**src/rtl/mc16_pkg.sv**
```systemverilog
`timescale 1ns/1ps
package mc16_pkg;
  localparam int OPW = 5;

  localparam logic [OPW-1:0] OP_NOP   = 5'b00000;
  localparam logic [OPW-1:0] OP_LOAD  = 5'b00001;
  localparam logic [OPW-1:0] OP_STORE = 5'b00010;
  localparam logic [OPW-1:0] OP_MOVE  = 5'b00011;
  localparam logic [OPW-1:0] OP_LOADI = 5'b00100;
  localparam logic [OPW-1:0] OP_BRI   = 5'b00101;
  localparam logic [OPW-1:0] OP_BRGTI = 5'b00110;
  localparam logic [OPW-1:0] OP_INC   = 5'b00111;
  localparam logic [OPW-1:0] OP_AND   = 5'b01001;
  localparam logic [OPW-1:0] OP_OR    = 5'b01010;
  localparam logic [OPW-1:0] OP_XOR   = 5'b01011;
  localparam logic [OPW-1:0] OP_NOT   = 5'b01100;
  localparam logic [OPW-1:0] OP_ADD   = 5'b01101;
  localparam logic [OPW-1:0] OP_SUB   = 5'b01110;
  localparam logic [OPW-1:0] OP_ZERO  = 5'b01111;
  localparam logic [OPW-1:0] OP_SHL   = 5'b11010;
  localparam logic [OPW-1:0] OP_SHR   = 5'b11011;
  localparam logic [OPW-1:0] OP_ROTR  = 5'b11100;
  localparam logic [OPW-1:0] OP_ROTL  = 5'b11101;

  typedef enum logic [3:0] {
    ALU_PASS, ALU_INC, ALU_ADD, ALU_SUB, ALU_AND, ALU_OR, ALU_XOR,
    ALU_NOT, ALU_ZERO, ALU_SHL, ALU_SHR, ALU_ROTL, ALU_ROTR
  } alu_op_e;

  typedef enum logic [2:0] {S_FETCH, S_DEC, S_IMM, S_RD, S_WR} state_e;
endpackage

```
**src/rtl/mc16_regfile.sv**
```systemverilog
`timescale 1ns/1ps
module mc16_regfile #(
  parameter int DW  = 16,
  parameter int RAW = 3
) (
  input  logic           clk_i,
  input  logic           rst_ni,
  input  logic           we_i,
  input  logic [RAW-1:0] waddr_i,
  input  logic [DW-1:0]  wdata_i,
  input  logic [RAW-1:0] raddr_a_i,
  output logic [DW-1:0]  rdata_a_o,
  input  logic [RAW-1:0] raddr_b_i,
  output logic [DW-1:0]  rdata_b_o
);
  localparam int NREG = 1 << RAW;

  logic [DW-1:0] rf_q [NREG];

  always_ff @(posedge clk_i or negedge rst_ni) begin
    if (!rst_ni) begin
      for (int i = 0; i < NREG; i++) rf_q[i] <= '0;
    end else if (we_i) begin
      rf_q[waddr_i] <= wdata_i;
    end
  end

  assign rdata_a_o = rf_q[raddr_a_i];
  assign rdata_b_o = rf_q[raddr_b_i];

  // a write lands in the addressed register
  p_write_lands_r6: assert property (@(posedge clk_i) disable iff (!rst_ni)
    we_i |=> rf_q[$past(waddr_i)] == $past(wdata_i));
endmodule

```
**src/rtl/mc16_alu.sv**
```systemverilog
`timescale 1ns/1ps
module mc16_alu
  import mc16_pkg::*;
#(
  parameter int DW = 16
) (
  input  alu_op_e       op_i,
  input  logic [DW-1:0] a_i,   // source register
  input  logic [DW-1:0] b_i,   // destination register
  output logic [DW-1:0] y_o
);
  always_comb begin
    case (op_i)
      ALU_PASS: y_o = a_i;
      ALU_INC:  y_o = b_i + 1'b1;
      ALU_ADD:  y_o = b_i + a_i;
      ALU_SUB:  y_o = b_i - a_i;
      ALU_AND:  y_o = b_i & a_i;
      ALU_OR:   y_o = b_i | a_i;
      ALU_XOR:  y_o = b_i ^ a_i;
      ALU_NOT:  y_o = ~a_i;
      ALU_SHL:  y_o = {a_i[DW-2:0], 1'b0};
      ALU_SHR:  y_o = {1'b0, a_i[DW-1:1]};
      ALU_ROTL: y_o = {a_i[DW-2:0], a_i[DW-1]};
      ALU_ROTR: y_o = {a_i[0], a_i[DW-1:1]};
      default:  y_o = '0;
    endcase
  end

  always_comb begin
    if (op_i == ALU_SUB) begin
      p_sub_inverse_r7: assert (y_o + a_i == b_i);
    end
    if (op_i == ALU_ROTL) begin
      p_rotl_bits_r8: assert ($countones(y_o) == $countones(a_i));
    end
  end
endmodule

```
**src/rtl/mc16_core.sv**
```systemverilog
`timescale 1ns/1ps
module mc16_core
  import mc16_pkg::*;
#(
  parameter int DW  = 16,
  parameter int AW  = 16,
  parameter int RAW = 3
) (
  input  logic          clk_i,
  input  logic          rst_ni,
  input  logic          ready_i,
  input  logic [DW-1:0] rdata_i,
  output logic [AW-1:0] addr_o,
  output logic [DW-1:0] wdata_o,
  output logic          rw_o,
  output logic          vma_o
);
  state_e         state_q;
  logic [AW-1:0]  pc_q;
  logic [OPW-1:0] op_q;
  logic [RAW-1:0] src_q, dst_q;

  logic [DW-1:0]  src_val, dst_val, alu_y, rf_wdata;
  alu_op_e        alu_op;
  logic           alu_we, dbl, take_br, rf_we;

  mc16_regfile #(.DW(DW), .RAW(RAW)) u_rf (
    .clk_i, .rst_ni,
    .we_i(rf_we), .waddr_i(dst_q), .wdata_i(rf_wdata),
    .raddr_a_i(src_q), .rdata_a_o(src_val),
    .raddr_b_i(dst_q), .rdata_b_o(dst_val)
  );

  mc16_alu #(.DW(DW)) u_alu (
    .op_i(alu_op), .a_i(src_val), .b_i(dst_val), .y_o(alu_y)
  );

  always_comb begin
    alu_we = 1'b1;
    alu_op = ALU_PASS;
    case (op_q)
      OP_MOVE: alu_op = ALU_PASS;
      OP_INC:  alu_op = ALU_INC;
      OP_ADD:  alu_op = ALU_ADD;
      OP_SUB:  alu_op = ALU_SUB;
      OP_AND:  alu_op = ALU_AND;
      OP_OR:   alu_op = ALU_OR;
      OP_XOR:  alu_op = ALU_XOR;
      OP_NOT:  alu_op = ALU_NOT;
      OP_ZERO: alu_op = ALU_ZERO;
      OP_SHL:  alu_op = ALU_SHL;
      OP_SHR:  alu_op = ALU_SHR;
      OP_ROTL: alu_op = ALU_ROTL;
      OP_ROTR: alu_op = ALU_ROTR;
      default: alu_we = 1'b0;  // unsupported codes retire as no-ops
    endcase
  end

  assign dbl     = (op_q == OP_LOADI) || (op_q == OP_BRI) || (op_q == OP_BRGTI);
  assign take_br = (op_q == OP_BRI) || ((op_q == OP_BRGTI) && (src_val > dst_val));

  assign rf_we    = ((state_q == S_DEC) && alu_we)
                 || (ready_i && (((state_q == S_IMM) && (op_q == OP_LOADI)) || (state_q == S_RD)));
  assign rf_wdata = (state_q == S_DEC) ? alu_y : rdata_i;

  always_ff @(posedge clk_i or negedge rst_ni) begin
    if (!rst_ni) begin
      state_q <= S_FETCH;
      pc_q    <= '0;
      op_q    <= OP_NOP;
      src_q   <= '0;
      dst_q   <= '0;
    end else begin
      case (state_q)
        S_FETCH: if (ready_i) begin
          op_q    <= rdata_i[DW-1 -: OPW];
          src_q   <= rdata_i[2*RAW-1 -: RAW];
          dst_q   <= rdata_i[RAW-1:0];
          pc_q    <= pc_q + 1'b1;
          state_q <= S_DEC;
        end
        S_DEC: begin
          if (dbl)                  state_q <= S_IMM;
          else if (op_q == OP_LOAD)  state_q <= S_RD;
          else if (op_q == OP_STORE) state_q <= S_WR;
          else                      state_q <= S_FETCH;
        end
        S_IMM: if (ready_i) begin
          pc_q    <= take_br ? AW'(rdata_i) : pc_q + 1'b1;
          state_q <= S_FETCH;
        end
        S_RD: if (ready_i) state_q <= S_FETCH;
        default: state_q <= S_FETCH;
      endcase
    end
  end

  always_comb begin
    case (state_q)
      S_RD:    addr_o = AW'(src_val);
      S_WR:    addr_o = AW'(dst_val);
      default: addr_o = pc_q;
    endcase
  end

  assign vma_o   = (state_q != S_DEC);
  assign rw_o    = (state_q == S_WR);
  assign wdata_o = src_val;

  p_start_at_zero_r1: assert property (@(posedge clk_i) disable iff (!rst_ni)
    $rose(rst_ni) |-> (addr_o == '0 && vma_o && !rw_o));

  p_read_hold_r2: assert property (@(posedge clk_i) disable iff (!rst_ni)
    (vma_o && !rw_o && !ready_i) |=> (vma_o && !rw_o && $stable(addr_o)));

  p_write_once_r3: assert property (@(posedge clk_i) disable iff (!rst_ni)
    rw_o |=> !rw_o);

  p_imm_skip_r5: assert property (@(posedge clk_i) disable iff (!rst_ni)
    (state_q == S_IMM && ready_i && op_q == OP_LOADI) |=> pc_q == $past(pc_q) + 1'b1);

  p_branch_target_r9: assert property (@(posedge clk_i) disable iff (!rst_ni)
    (state_q == S_IMM && ready_i && op_q == OP_BRI) |=> pc_q == AW'($past(rdata_i)));

  p_idle_after_fetch_r12: assert property (@(posedge clk_i) disable iff (!rst_ni)
    (state_q == S_FETCH && ready_i) |=> !vma_o);
endmodule

```
**config.mk**
```make
export PLATFORM = sky130hd
export DESIGN_NAME = mc16_core
export DESIGN_NICKNAME = d
export VERILOG_FILES = /design/src/rtl/mc16_pkg.sv /design/src/rtl/mc16_regfile.sv /design/src/rtl/mc16_alu.sv /design/src/rtl/mc16_core.sv
export SDC_FILE = /design/constraint.sdc
export NUM_CORES = 1
export LEC_CHECK = 0
export BUFFER_PORTS_ARGS = -buffer_cell sky130_fd_sc_hd__buf_2
export CAP_MARGIN = 20
export CORE_ASPECT_RATIO = 1.2
export CORE_MARGIN = 3
export CORE_UTILIZATION = 61
export CTS_CLUSTER_DIAMETER = 150
export DETAILED_ROUTE_END_ITERATION = 6
export PLACE_DENSITY = 0.79
export SLEW_MARGIN = 20
export SYNTH_ARGS = -nofsm -noshare
export SYNTH_HDL_FRONTEND = slang
export SYNTH_HIERARCHICAL = 1
export SYNTH_SLANG_ARGS = --single-unit
```
**constraint.sdc**
```tcl
create_clock -name clk_i -period 9.29 [get_ports clk_i]
set_input_delay 1.3935 -clock clk_i [delete_from_list [all_inputs] [get_ports clk_i]]
set_output_delay 1.3935 -clock clk_i [all_outputs]
set_load 0.01 [all_outputs]
```
# --- Yosys cells after proc, flatten, opt, wreduce, memory -nomap -nowiden ---
# Cells that the tools add are included.
totals:
  register_bits: 158
  latchBits: 0
  ramBits: 0
  romBits: 0
  output_inout_bits: 34
  elab_cells: 106
  memories: 0
op_classes:
  addsub: 4
  mul: 0
  div: 0
  magnitude_cmp: 4
  n_eq_ne: 37
  shift: 0
  muxes: 24
  n_bitwise: 6
  reduce_logical: 18
ops:
  columns: ["operator", "n"]
  rows:
  - ["16-bit case mux with 12 select lines", 1]
  - ["16-bit 2-to-1 mux", 9]
  - ["128-bit bitwise mux", 1]
  - ["16-bit binary-select mux with 3-bit select", 2]
  - ["16-bit case mux with 2 select lines", 2]
  - ["16-bit demux with 3-bit select", 1]
  - ["4-bit case mux with 12 select lines", 1]
  - ["5-bit by 4-bit equality test with 1-bit output (second input constant)", 7]
  - ["16-bit by 1-bit adder with 16-bit output (second input constant)", 2]
  - ["5-bit by 3-bit equality test with 1-bit output (second input constant)", 4]
  - ["5-bit equality test (second input constant)", 4]
  - ["16-bit adder", 1]
  - ["16-bit bitwise AND", 1]
  - ["4-bit by 3-bit equality test with 1-bit output (second input constant)", 4]
  - ["4-bit equality test (second input constant)", 4]
  - ["16-bit > comparator", 1]
  - ["16-bit NOT", 1]
  - ["16-bit OR", 1]
  - ["16-bit subtractor", 1]
  - ["16-bit bitwise XOR", 1]
  - ["3-bit 2-to-1 mux", 5]
  - ["13-bit OR reduction", 1]
  - ["5-bit by 2-bit equality test with 1-bit output (second input constant)", 2]
  - ["3-bit case mux with 3 select lines", 1]
  - ["21 further kinds", 35]

# --- Depth between registers and ports, before layout ---
# Gate-level depths: netlist (run 1).
depth:
  depth_word: 10
  depth_mapped: 23
  ltp_nobuf: 18

# --- Modules after synthesis ---
# The synthesis (run 1) kept the hierarchy.
modules_own_cells:
  columns: ["module", "n_inst", "cells_per_inst", "area_each_um2", "seq_area_each_um2"]
  rows:
  - ["mc16_regfile", 1, 393, 7000.5, 3203.1]
  - ["mc16_core", 1, 329, 2733.9, 750.7]
  - ["mc16_alu", 1, 384, 2575.0, 0.0]

# --- Least setup slack after synthesis (run 1) ---
# Ideal clock, no wire load.
synth_path:
  kind: "flip-flop to flip-flop"
  from: "reg src_q[0]"
  to: "reg u_rf/rf_q[111] (netlist name)"
  setup_ps: 125
  arrival_time_ps: 4566
  setup_slack_ps: 4600
  path_stages_with_launch: 19
  n_path_buf: 2
  cell_sequence: "dfrtp_1 > buf_6 > buf_6 > mux4_1 > mux2_2 > or3_4 > nor3b_1 > a31oi_1 > xnor2_1 > nor2_1 > ha_1 > a21oi_1 > and2_1 > o221ai_1 > a211oi_1 > xnor2_1 > o221ai_1 > mux2_2 > mux2_2"
synth_between:
  elab_chain_cells: 8
  elab_cells_between_ends: 13
synth_lines:
  columns: ["item", "line_no", "source"]
  rows:
  - ["start: declaration", "mc16_core.sv:21", "logic [RAW-1:0] src_q, dst_q;"]
  - ["start signal: assignment", "mc16_core.sv:77", "src_q <= rdata_i[2*RAW-1 -: RAW];"]
  - ["3-bit NOT with 4-bit output (implied by the code) (*)", "mc16_regfile.sv:28", "assign rdata_a_o = rf_q[raddr_a_i];"]
  - ["16-bit binary-select mux with 3-bit select (*)", "mc16_regfile.sv:28", null]
  - ["16-bit 2-to-1 mux (implied by the code) (*) (2 in a row)", "mc16_regfile.sv:28", null]
  - ["via wdata_o[4]", "mc16_core.sv:14", "output logic [DW-1:0] wdata_o,"]
  - ["16-bit subtractor or 16-bit adder (tied branches)", "mc16_alu.sv:17, mc16_alu.sv:16", null]
  - ["16-bit case mux with 12 select lines (*)", "mc16_alu.sv:13", "case (op_i)"]
  - ["via alu_y[15]", "mc16_core.sv:23", "logic [DW-1:0] src_val, dst_val, alu_y, rf_wdata;"]
  - ["16-bit 2-to-1 mux (*)", "mc16_core.sv:64", "assign rf_wdata = (state_q == S_DEC) ? alu_y : rdata_i;"]
  - ["via rf_wdata[15]", "mc16_core.sv:23", null]
  - ["128-bit bitwise mux (*)", "mc16_regfile.sv:24", "rf_q[waddr_i] <= wdata_i;"]
  - ["end signal: indexed assignment", "mc16_regfile.sv:24", null]
  - ["end: declaration", "mc16_regfile.sv:18", "logic [DW-1:0] rf_q [NREG];"]
# Mark *: on every way through the listed nets, which the timed path passes. The rest lies on a longest branch. The select of a mux whose other input is x is not followed.
# A chain may end at the register's enable or synchronous reset.

# --- Worst setup path in the final report (run 1) ---
layout_path:
  from: "reg src_q[0]"
  to: "reg u_rf/rf_q[63] (netlist name)"
layout_between:
  elab_chain_cells: 8
  elab_cells_between_ends: 13
layout_lines:
  columns: ["item", "line_no", "source"]
  rows:
  - ["3-bit NOT with 4-bit output (implied by the code) (*)", "mc16_regfile.sv:28", null]
  - ["16-bit binary-select mux with 3-bit select (*)", "mc16_regfile.sv:28", null]
  - ["16-bit 2-to-1 mux (implied by the code) (*) (2 in a row)", "mc16_regfile.sv:28", null]
  - ["16-bit subtractor (tied with other cells)", "mc16_alu.sv:17", "ALU_SUB: y_o = b_i - a_i;"]
  - ["16-bit case mux with 12 select lines (*)", "mc16_alu.sv:13", null]
  - ["via alu_y[15]", "mc16_core.sv:23", null]
  - ["16-bit 2-to-1 mux (*)", "mc16_core.sv:64", null]
  - ["via rf_wdata[15]", "mc16_core.sv:23", null]
  - ["128-bit bitwise mux (*)", "mc16_regfile.sv:24", null]
# Marks and branches as above.

==> results of run 1 <==
-- cell families (layout without fill, tap and decap cells) --
family | count (synthesis) | in the layout | share of synthesized area
AO/OA/AOI/OAI | 207 | 207 | 0.119
AND/OR/NAND/NOR | 249 | 249 | 0.104
buffers and inverters | 135 | 166 | 0.0535
flip-flops | 158 | 158 | 0.321
multiplexers | 264 | 264 | 0.316
XOR/XNOR | 27 | 27 | 0.0192
adder cells (fa/ha/maj) | 66 | 66 | 0.0677
-- through the flow --
step	hold slack (ns)	setup WS, ns	instances	cell area (um^2)
2_1_floorplan	0.480	4.60	1106	12300
3_3_place_gp	0.494	3.31	1366	12700
3_5_place_dp	0.505	3.22	1366	12700
4_1_cts	0.524	3.14	1398	13300
5_1_grt	0.536	2.85	1398	13300
6_report	0.523	3.02	1398	13300
-- sequential cells by signal, summed over array words and instances, names as in the netlist --
signal     flops
state_q        3
op_q           5
pc_q          16
src_q          3
dst_q          3
u_rf/rf_q    128
-- cell type report --
cell class              instances  area [um^2]
well taps                     261          327
inverters                      62          233
multi-input cells             813         7750
clock buffers                  17          425
repair buffers                 72          420
clock inverters                15          200
flip-flops and latches        158         3960
fillers                      1438         6380
-- cells in the final DEF, fill, tap and decap left out, types with 7 or more instances in the layout --
cell                        synthesis  routed
sky130_fd_sc_hd__o211ai_1           7       7
sky130_fd_sc_hd__ha_1              65      65
sky130_fd_sc_hd__xnor2_1           22      22
sky130_fd_sc_hd__and2_1             8       8
sky130_fd_sc_hd__nand2_1           94      94
sky130_fd_sc_hd__mux2_2           186     186
sky130_fd_sc_hd__mux4_1            56      56
sky130_fd_sc_hd__nor3_1            21      21
sky130_fd_sc_hd__a2bb2oi_1         11      11
sky130_fd_sc_hd__a21oi_1           51      51
sky130_fd_sc_hd__inv_1             62      62
sky130_fd_sc_hd__clkbuf_16          0      17
sky130_fd_sc_hd__a222oi_1          10      10
sky130_fd_sc_hd__o22ai_1            7       7
sky130_fd_sc_hd__a22oi_1           25      25
sky130_fd_sc_hd__o21ai_0           34      34
sky130_fd_sc_hd__nand4_1           10      10
sky130_fd_sc_hd__mux4_2             8       8
sky130_fd_sc_hd__mux2i_1           14      14
sky130_fd_sc_hd__nor2_1            50      48
sky130_fd_sc_hd__buf_4              5      19
sky130_fd_sc_hd__buf_2             13      51
sky130_fd_sc_hd__dfrtp_1          158     157
sky130_fd_sc_hd__nand3_1           20      20
-- synth_stat cells (all sizes together), types with 7 or more instances --
library cell	number
buf	42
a22oi	25
o22ai	7
nand4	11
mux2	186
ha	65
inv	62
o21ai	35
o211ai	8
nor3	22
nor2	50
a21oi	52
or3	9
mux4	64
a222oi	10
dfrtp	158
a2bb2oi	11
and2	8
nand2	94
mux2i	14
nand3	20
clkbuf	31
xnor2	22
-- final timing paths --
kind | cells past startpoint | from | end | slack, ns
max in group asynchronous | 2 | rst_ni | u_rf/rf_q[127]$_DFFE_PN0P_ | 7.07
worst max register to register | 17 | src_q[0]$_DFFE_PN0P_ | u_rf/rf_q[63]$_DFFE_PN0P_ | 3.02
worst min-delay path | 1 | u_rf/rf_q[40]$_DFFE_PN0P_ | u_rf/rf_q[40]$_DFFE_PN0P_ | 0.52
worst min register to register | 1 | u_rf/rf_q[40]$_DFFE_PN0P_ | u_rf/rf_q[40]$_DFFE_PN0P_ | 0.52
worst max-delay path | 17 | src_q[0]$_DFFE_PN0P_ | u_rf/rf_q[63]$_DFFE_PN0P_ | 3.02
min in group asynchronous | 1 | rst_ni | op_q[2]$_DFFE_PN0P_ | 0.98
-- worst reg2reg max path, stage by stage, from the launching register on --
cell and delay (ns):
sky130_fd_sc_hd__dfrtp_1 0.83, sky130_fd_sc_hd__buf_4 0.46, sky130_fd_sc_hd__mux4_1 0.64, sky130_fd_sc_hd__mux2_2 0.39
sky130_fd_sc_hd__or3_4 0.41, sky130_fd_sc_hd__nor3b_1 0.54, sky130_fd_sc_hd__a31oi_1 0.20, sky130_fd_sc_hd__xnor2_1 0.22
sky130_fd_sc_hd__nor2_1 0.06, sky130_fd_sc_hd__ha_1 0.25, sky130_fd_sc_hd__a21oi_1 0.32, sky130_fd_sc_hd__and2_1 0.19
sky130_fd_sc_hd__o221ai_1 0.13, sky130_fd_sc_hd__a211oi_1 0.46, sky130_fd_sc_hd__xnor2_1 0.18, sky130_fd_sc_hd__o221ai_1 0.16
sky130_fd_sc_hd__mux2_2 0.38, sky130_fd_sc_hd__mux2_2 0.30
-- layer usage --
layer | GRT usage | vias to the layer above
met5 | 0 | -
met4 | 0.179 | 0
met3 | 0.0533 | 114
met2 | 0.529 | 546
met1 | 0.414 | 4878
li1 | - | 4266
==> impl_summary.log, run 1 <==
[metrics] overall routed net length: 35,100 um
[metrics] proportion of layout cells with a drive suffix above 1: 0.289
[metrics] global-route wire length before repair: 54,600 um
[metrics] Die X: 136 um
[metrics] pin count of the biggest net entering global routing: 82
[metrics] maximum clock insertion buffer count: 2
[metrics] fraction of post-synthesis cell area in the top cell type by area: 0.321
[metrics] input/output buffers: 52
[metrics] library cell appearing most often on the critical path: sky130_fd_sc_hd__mux2_2
[metrics] cell types occupying the most area after synthesis: sky130_fd_sc_hd__dfrtp_1, sky130_fd_sc_hd__mux2_2, sky130_fd_sc_hd__mux4_1
[metrics] clock tree from TritonCTS: yes
[metrics] yosys warns: 6
[metrics] startpoint type of the worst setup path: flip-flop
[metrics] Post-Route Utilization: 0.676
[metrics] flip-flop cell with the highest count after synthesis: sky130_fd_sc_hd__dfrtp_1
[metrics] pins over their slew limit: 0
[metrics] num rows: 56
[metrics] routed length per placed instance: 25.1 um
[metrics] Setup-failing EPs final: 0
[metrics] insertion delay of the later-clocked pin in the worst-skew pair: 0.43 ns
[metrics] required time at the endpoint of the critical path: 9.59 ns
[metrics] sum of overflow across all layers after global routing: 0
[metrics] via count of the first global-routing pass: 9,545
[metrics] Met1 Wirelength: 13,800 um
[metrics] cell at the root of the clock tree: sky130_fd_sc_hd__clkbuf_16
[metrics] deepest level of the CTS H-tree: 4
[metrics] total I/O pin count: 53
[metrics] count of clock tree sinks: 158
[metrics] sequential fraction of the synthesis area: 0.321
[metrics] outcome: complete, no violations
[metrics] post-synthesis sequential element count: 158
[metrics] Post-Synthesis Net Count: 1,191
[metrics] fmax: 160 MHz
[metrics] ys async rst share: 1.00
[metrics] routed wl met2: 16,700 um
[metrics] Post-DRT Antenna Nets: 0
[metrics] Max-Slew Margin vs Limit: 0.298
[metrics] number of buffers inserted to repair setup after CTS: 0
[metrics] ratio of final minimum period to clock period: 0.675
[metrics] Final Hold Viols: 0
[metrics] critical path arrival: 6.57 ns
[metrics] met3 routed WL: 2590 um
[metrics] Max Clock Skew: 0.0139 ns
[metrics] layout overhead on the synthesized area: 8.12%
[metrics] DIE AREA: 0.0219 mm^2
[metrics] detailed-route vias per instance: 7.01
[metrics] library cells used by synthesis: 78
[metrics] Slew @ Worst Pin: 1.05 ns
[metrics] Crit. End Element: flip-flop
[metrics] minimum clock period: 6.27 ns
[metrics] cell type group with the largest total delay on the critical path: multiplexers
[metrics] gate count of the mapped netlist: 1,106
[metrics] post-DP HPWL: 23,900 um
[metrics] sequence of cells on the critical path: buf_4, mux4_1, mux2_2, or3_4, nor3b_1, a31oi_1, xnor2_1, nor2_1, ha_1, a21oi_1, and2_1, o221ai_1, a211oi_1, xnor2_1, o221ai_1, mux2_2, mux2_2
[metrics] maximum fanout along the worst path: 21
[metrics] total standard cell area after synthesis: 0.0123 mm^2
[metrics] RSZ-0062 raised after global routing: no
[metrics] routability congestion estimate: 0.945
[metrics] antenna violations before repair: 0
[metrics] Starting DRT DRC Count: 1,223
[metrics] crit path max-delay cell type: sky130_fd_sc_hd__dfrtp_1
[metrics] number of flops mapped to enable cells by yosys: 0
[metrics] classification of the worst-slack hold path: reg -> reg
[metrics] highest metal layer with signal wires: met4
[metrics] area of the core: 0.0197 mm^2
[metrics] post-synthesis area per instance: 11.1 um^2
[metrics] count of inserted antenna diode cells: 0
[metrics] worst setup path category: reg -> reg
[metrics] maximum single-stage delay on the critical path: 0.83 ns
[metrics] biggest area consumer among synthesized cells: sky130_fd_sc_hd__dfrtp_1
[metrics] Clk pin slew, worst setup/hold paths: 0.07 ns
[metrics] All-Layer GR Usage: 0.325
[metrics] Resize count post-CTS: 0
[metrics] count of TritonRoute iterations in the first routing pass: 6
[metrics] number of nets at the end of the flow: 1,209
[metrics] count of buffer and inverter cells on the critical path: 1
[metrics] via count: 9,804
[metrics] final-layout setup total negative slack: 0 ns
[metrics] number of violations of the max-capacitance limit: 0
[metrics] TritonCTS buffer count: 17
[metrics] initial core utilization: 0.625
[metrics] hold_buf cts: 0
[metrics] Die Y: 162 um
[metrics] Residual DRC: 0
Power of run 1 is left out: the tool's default activity adds up to more than one toggle a clock period on the data nets, which glitch-free logic cannot reach.
==> run 2, diff against run 1 <==
--- a/config.mk
+++ b/config.mk
@@ -5,11 +5,12 @@
 export SDC_FILE = /design/constraint.sdc
 export NUM_CORES = 1
 export LEC_CHECK = 0
+export ABC_AREA = 1
 export BUFFER_PORTS_ARGS = -buffer_cell sky130_fd_sc_hd__buf_2
 export CAP_MARGIN = 20
 export CORE_ASPECT_RATIO = 1.2
 export CORE_MARGIN = 3
-export CORE_UTILIZATION = 61
+export CORE_UTILIZATION = 58
 export CTS_CLUSTER_DIAMETER = 150
 export DETAILED_ROUTE_END_ITERATION = 6
 export PLACE_DENSITY = 0.79
==> constraint.sdc (replaced) <==
create_clock -name clk_i -period 5.5 [get_ports clk_i]
set_input_delay 0.825 -clock clk_i [delete_from_list [all_inputs] [get_ports clk_i]]
set_output_delay 0.825 -clock clk_i [all_outputs]
set_load 0.01 [all_outputs]
==> run 2 against run 1 <==
Worst hold slack worse by 0.090 ns. Maximum frequency is 31% higher. Wire length is 21% higher. Flip-flop and latch count stayed put. Utilization decreased by 3.8 points. Via count rose by 40%. Worst setup slack got worse by 2.3 ns. Critical endpoint is now u_rf/rf_q[47]$_DFFE_PN0P_. Largest cell class unchanged.
==> impl_summary.log, run 2 <==
[metrics] outcome: complete, no violations
[metrics] yosys warns: 6 (unchanged)
[metrics] routed length per placed instance: 18.2 um (-27%)
[metrics] TritonCTS buffer count: 17 (unchanged)
[metrics] cell at the root of the clock tree: sky130_fd_sc_hd__clkbuf_16
[metrics] number of flops mapped to enable cells by yosys: 0 (unchanged)
[metrics] global-route wire length before repair: 66,800 um (+22%)
[metrics] met2 global-route usage: 0.581 (+0.0520)
[metrics] library cell appearing most often on the critical path: sky130_fd_sc_hd__nand2_1
[metrics] share of the synthesized area in compound gates (AO/OA/AOI/OAI): 0.134 (+0.0149)
[metrics] detailed-route vias per instance: 5.86 (-16%)
[metrics] biggest regs: u_rf/rf_q x128, pc_q x16, op_q x5
[metrics] sum of overflow across all layers after global routing: 0 (unchanged)
[metrics] via count: 13,701 (+40%)
[metrics] gate count of the mapped netlist: 2,043 (+85%)
[metrics] slack of the worst reg-to-reg path: 0.70 ns (-2.32 ns)
[metrics] biggest area consumer among synthesized cells: sky130_fd_sc_hd__dfrtp_1
[metrics] most common cell after layout, fill and taps aside: sky130_fd_sc_hd__nand2_1
[metrics] number of cells on the worst reg-to-reg path: 24 (+7)
[metrics] startpoint type of the worst setup path: flip-flop
[metrics] antenna violations before repair: 0 (unchanged)
[metrics] critical path arrival: 5.14 ns (-1.43 ns)
[metrics] fraction of post-synthesis cell area in the top cell type by area: 0.306 (-0.0157)
[metrics] Post-Synthesis Net Count: 2,128 (+79%)
[metrics] Crit. End Element: flip-flop
[metrics] ys async rst share: 1.00 (unchanged)
[metrics] share of synthesized area spent on multiplexers: 0 (-0.316)
[metrics] cell types occupying the most area after synthesis: sky130_fd_sc_hd__dfrtp_1, sky130_fd_sc_hd__nand2_1, sky130_fd_sc_hd__nand3_1
[metrics] count of inserted antenna diode cells: 0 (unchanged)
[metrics] post-synthesis sequential element count: 158 (unchanged)
[metrics] via count of the first global-routing pass: 12,775 (+34%)
[metrics] initial core utilization: 0.594 (-0.0310)
[metrics] required time at the endpoint of the critical path: 5.85 ns (-3.74 ns)
[metrics] sequence of cells on the critical path: inv_2, buf_4, nand2_1, nand3_1, nand2_1, nand2_1, nand2_1, inv_1, nand3_2, nor3_4, nand3_1, a21oi_1, nor2_1, ha_1, nand2_1, nor4_1, a21oi_1, nand3_1, nand3_1, nand2_1, nand2_1, o21ai_0, inv_1, o21ai_0
[metrics] final worst slack: 0.703 ns (-2.32 ns)
[metrics] overall routed net length: 42,600 um (+21%)
[metrics] maximum clock insertion buffer count: 2 (unchanged)
[metrics] Max Clock Skew: 0.0109 ns (-0.00300 ns)
[metrics] post-place setup slack: 0.895 ns (-2.32 ns)
[metrics] commonest cells after routing, fill and taps aside: sky130_fd_sc_hd__nand2_1, sky130_fd_sc_hd__inv_1, sky130_fd_sc_hd__nand3_1
[metrics] Clk pin slew, worst setup/hold paths: 0.06 ns (about the same)
[metrics] most frequent cells after synthesis: sky130_fd_sc_hd__nand2_1, sky130_fd_sc_hd__inv_1, sky130_fd_sc_hd__nand3_1, sky130_fd_sc_hd__o21ai_0, sky130_fd_sc_hd__dfrtp_1
[metrics] cell type group with the largest total delay on the critical path: simple AND/OR/NAND/NOR gates
[metrics] area fraction in and, or, nand and nor cells after synthesis: 0.370 (+0.266)
[metrics] worst setup path category: reg -> reg
[metrics] path length in cells of the critical path: 24 (+7)
[metrics] Residual DRC: 0 (unchanged)
[metrics] total standard cell area after synthesis: 0.0129 mm^2 (+5.1%)
[metrics] final-layout setup total negative slack: 0 ns (unchanged)
[metrics] maximum single-stage delay on the critical path: 0.43 ns (-0.40 ns)
[metrics] max reg flops: 128 (unchanged)
[metrics] flip-flop cell with the highest count after synthesis: sky130_fd_sc_hd__dfrtp_1
[metrics] power per standard cell area: 734 mW/mm^2
[metrics] number of violations of the max-capacitance limit: 0 (unchanged)
[metrics] Post-Route Utilization: 0.638 (-0.0375)
[metrics] count of TritonRoute iterations in the first routing pass: 6 (unchanged)
[metrics] num rows: 59 (+5.4%)
[metrics] input/output buffers: 52 (unchanged)
[metrics] standby leakage power: 7.47 nW
[metrics] Max-Slew Margin vs Limit: 0.430 (+0.133)
[metrics] minimum clock period: 4.80 ns (-1.47 ns)
[metrics] sequential fraction of the synthesis area: 0.306 (-0.0157)
[metrics] total power: 10.2 mW
[metrics] fmax: 208 MHz (+31%)
[metrics] number of nets at the end of the flow: 2,137 (+77%)
[metrics] Starting DRT DRC Count: 1,364 (+12%)
[metrics] count of buffer and inverter cells on the critical path: 4 (+3)
[metrics] largest voltage drop on the vdd net: 0.408 mV
[metrics] All-Layer GR Usage: 0.349 (+0.0242)
[metrics] area of the core: 0.0218 mm^2 (+11%)
[metrics] Final Hold Viols: 0 (unchanged)
[metrics] DIE AREA: 0.0241 mm^2 (+10%)
[metrics] Setup-failing EPs final: 0 (unchanged)
[metrics] met3 capacity usage during global routing: 0.0552 (+0.00197)
[metrics] Most Used Layer, Global Route: met2
[metrics] Die X: 142 um (+4.9%)
[metrics] insertion delay of the later-clocked pin in the worst-skew pair: 0.44 ns (about the same)
[metrics] proportion of layout cells with a drive suffix above 1: 0.0965 (-0.193)
[metrics] routing usage on met1: 0.428 (+0.0141)
[metrics] Most flops, register: u_rf/rf_q
[metrics] most instantiated library cell after synthesis: sky130_fd_sc_hd__nand2_1
[metrics] Resize count post-CTS: 0 (unchanged)
[metrics] routability congestion estimate: 1.01 (+6.7%)
[metrics] post-synthesis area per instance: 6.33 um^2 (-43%)
[metrics] Die Y: 170 um (+5.0%)
[metrics] pin count of the biggest net entering global routing: 84 (+2.4%)
[metrics] crit path max-delay cell type: sky130_fd_sc_hd__buf_4
[metrics] Adder-Cell Fraction of Synth Area: 0.0644 (-0.00330)
[metrics] pins over their slew limit: 0 (unchanged)
[metrics] clock tree from TritonCTS: yes
[metrics] deepest level of the CTS H-tree: 4 (unchanged)
[metrics] hold_ws: 0.433 ns (-0.0896 ns)
[metrics] RSZ-0062 raised after global routing: no
[metrics] combinational family with the most area after synthesis: simple AND/OR/NAND/NOR gates
[metrics] Slew @ Worst Pin: 0.854 ns (-0.200 ns)
[metrics] number of buffers inserted to repair setup after CTS: 0 (unchanged)
[metrics] hold_buf cts: 0 (unchanged)
[metrics] classification of the worst-slack hold path: in -> async
[metrics] ratio of final minimum period to clock period: 0.872 (+0.197)
[metrics] layout overhead on the synthesized area: 7.45%
[metrics] xor/xnor share of the synthesized area: 0.00948 (-0.00974)
[metrics] count of clock tree sinks: 158 (unchanged)
[metrics] maximum fanout along the worst path: 34 (+62%)
[metrics] total I/O pin count: 53 (unchanged)
[metrics] post-DP HPWL: 29,100 um (+22%)
[metrics] Post-DRT Antenna Nets: 0 (unchanged)
[metrics] library cells used by synthesis: 57 (-27%)
-- run 2: cell types whose count changed in the layout (fill, tap and decap cells not counted), moves of 56 or more --
cell                      before  now
sky130_fd_sc_hd__inv_1        62  252
sky130_fd_sc_hd__mux2_2      186    0
sky130_fd_sc_hd__mux4_1       56    0
sky130_fd_sc_hd__nand2_1      94  805
sky130_fd_sc_hd__nand3_1      20  208
sky130_fd_sc_hd__o21ai_0      34  176
-- run 2: worst paths after layout --
kind	to	from
max in group asynchronous	u_rf/rf_q[29]$_DFFE_PN0P_	rst_ni
worst min-delay path	u_rf/rf_q[10]$_DFFE_PN0P_	rst_ni
worst min register to register	u_rf/rf_q[16]$_DFFE_PN0P_	u_rf/rf_q[16]$_DFFE_PN0P_
worst max-delay path	u_rf/rf_q[47]$_DFFE_PN0P_	src_q[0]$_DFFE_PN0P_
min in group clk_i	u_rf/rf_q[16]$_DFFE_PN0P_	u_rf/rf_q[16]$_DFFE_PN0P_
worst max register to register	u_rf/rf_q[47]$_DFFE_PN0P_	src_q[0]$_DFFE_PN0P_
-- run 2: metal layers --
layer  wire (um)  part of all wire
met1       16700              0.39
met2       19800              0.46
met3        3590             0.084
met4        2490             0.059
met5           0                 0
-- run 2: logic make-up (layout without fill, tap and decap cells) --
kind of cell / Yosys count / after routing
flip-flops: 158 / 158
AO/OA/AOI/OAI: 300 / 300
adder cells (fa/ha/maj): 66 / 66
buffers and inverters: 374 / 394
XOR/XNOR: 14 / 14
AND/OR/NAND/NOR: 1131 / 1131
-- run 2: cell type report --
| type | count | area [um^2] |
|---|---|---|
| clock buffers | 18 | 429 |
| clock inverters | 12 | 139 |
| fillers | 2056 | 7870 |
| inverters | 280 | 1050 |
| multi-input cells | 1511 | 7480 |
| flip-flops and latches | 158 | 3960 |
| well taps | 274 | 343 |
| repair buffers | 84 | 507 |
-- run 2: power by group --
group,leakage (nW),internal (mW),switching [mW]
registers,2.04,1.54,0.297
clock network,0.271,0.668,0.507
logic,5.16,2.16,5.03
total,7.47,4.37,5.84
-- run 2: per-stage QoR --
stage,instance area [um^2],cells
after floorplan,12900,2043
after global placement,13300,2307
after detailed placement,13300,2307
after CTS,13900,2337
after global routing,13900,2337
final,13900,2337
No activity file was read; power rests on OpenSTA's default activity.
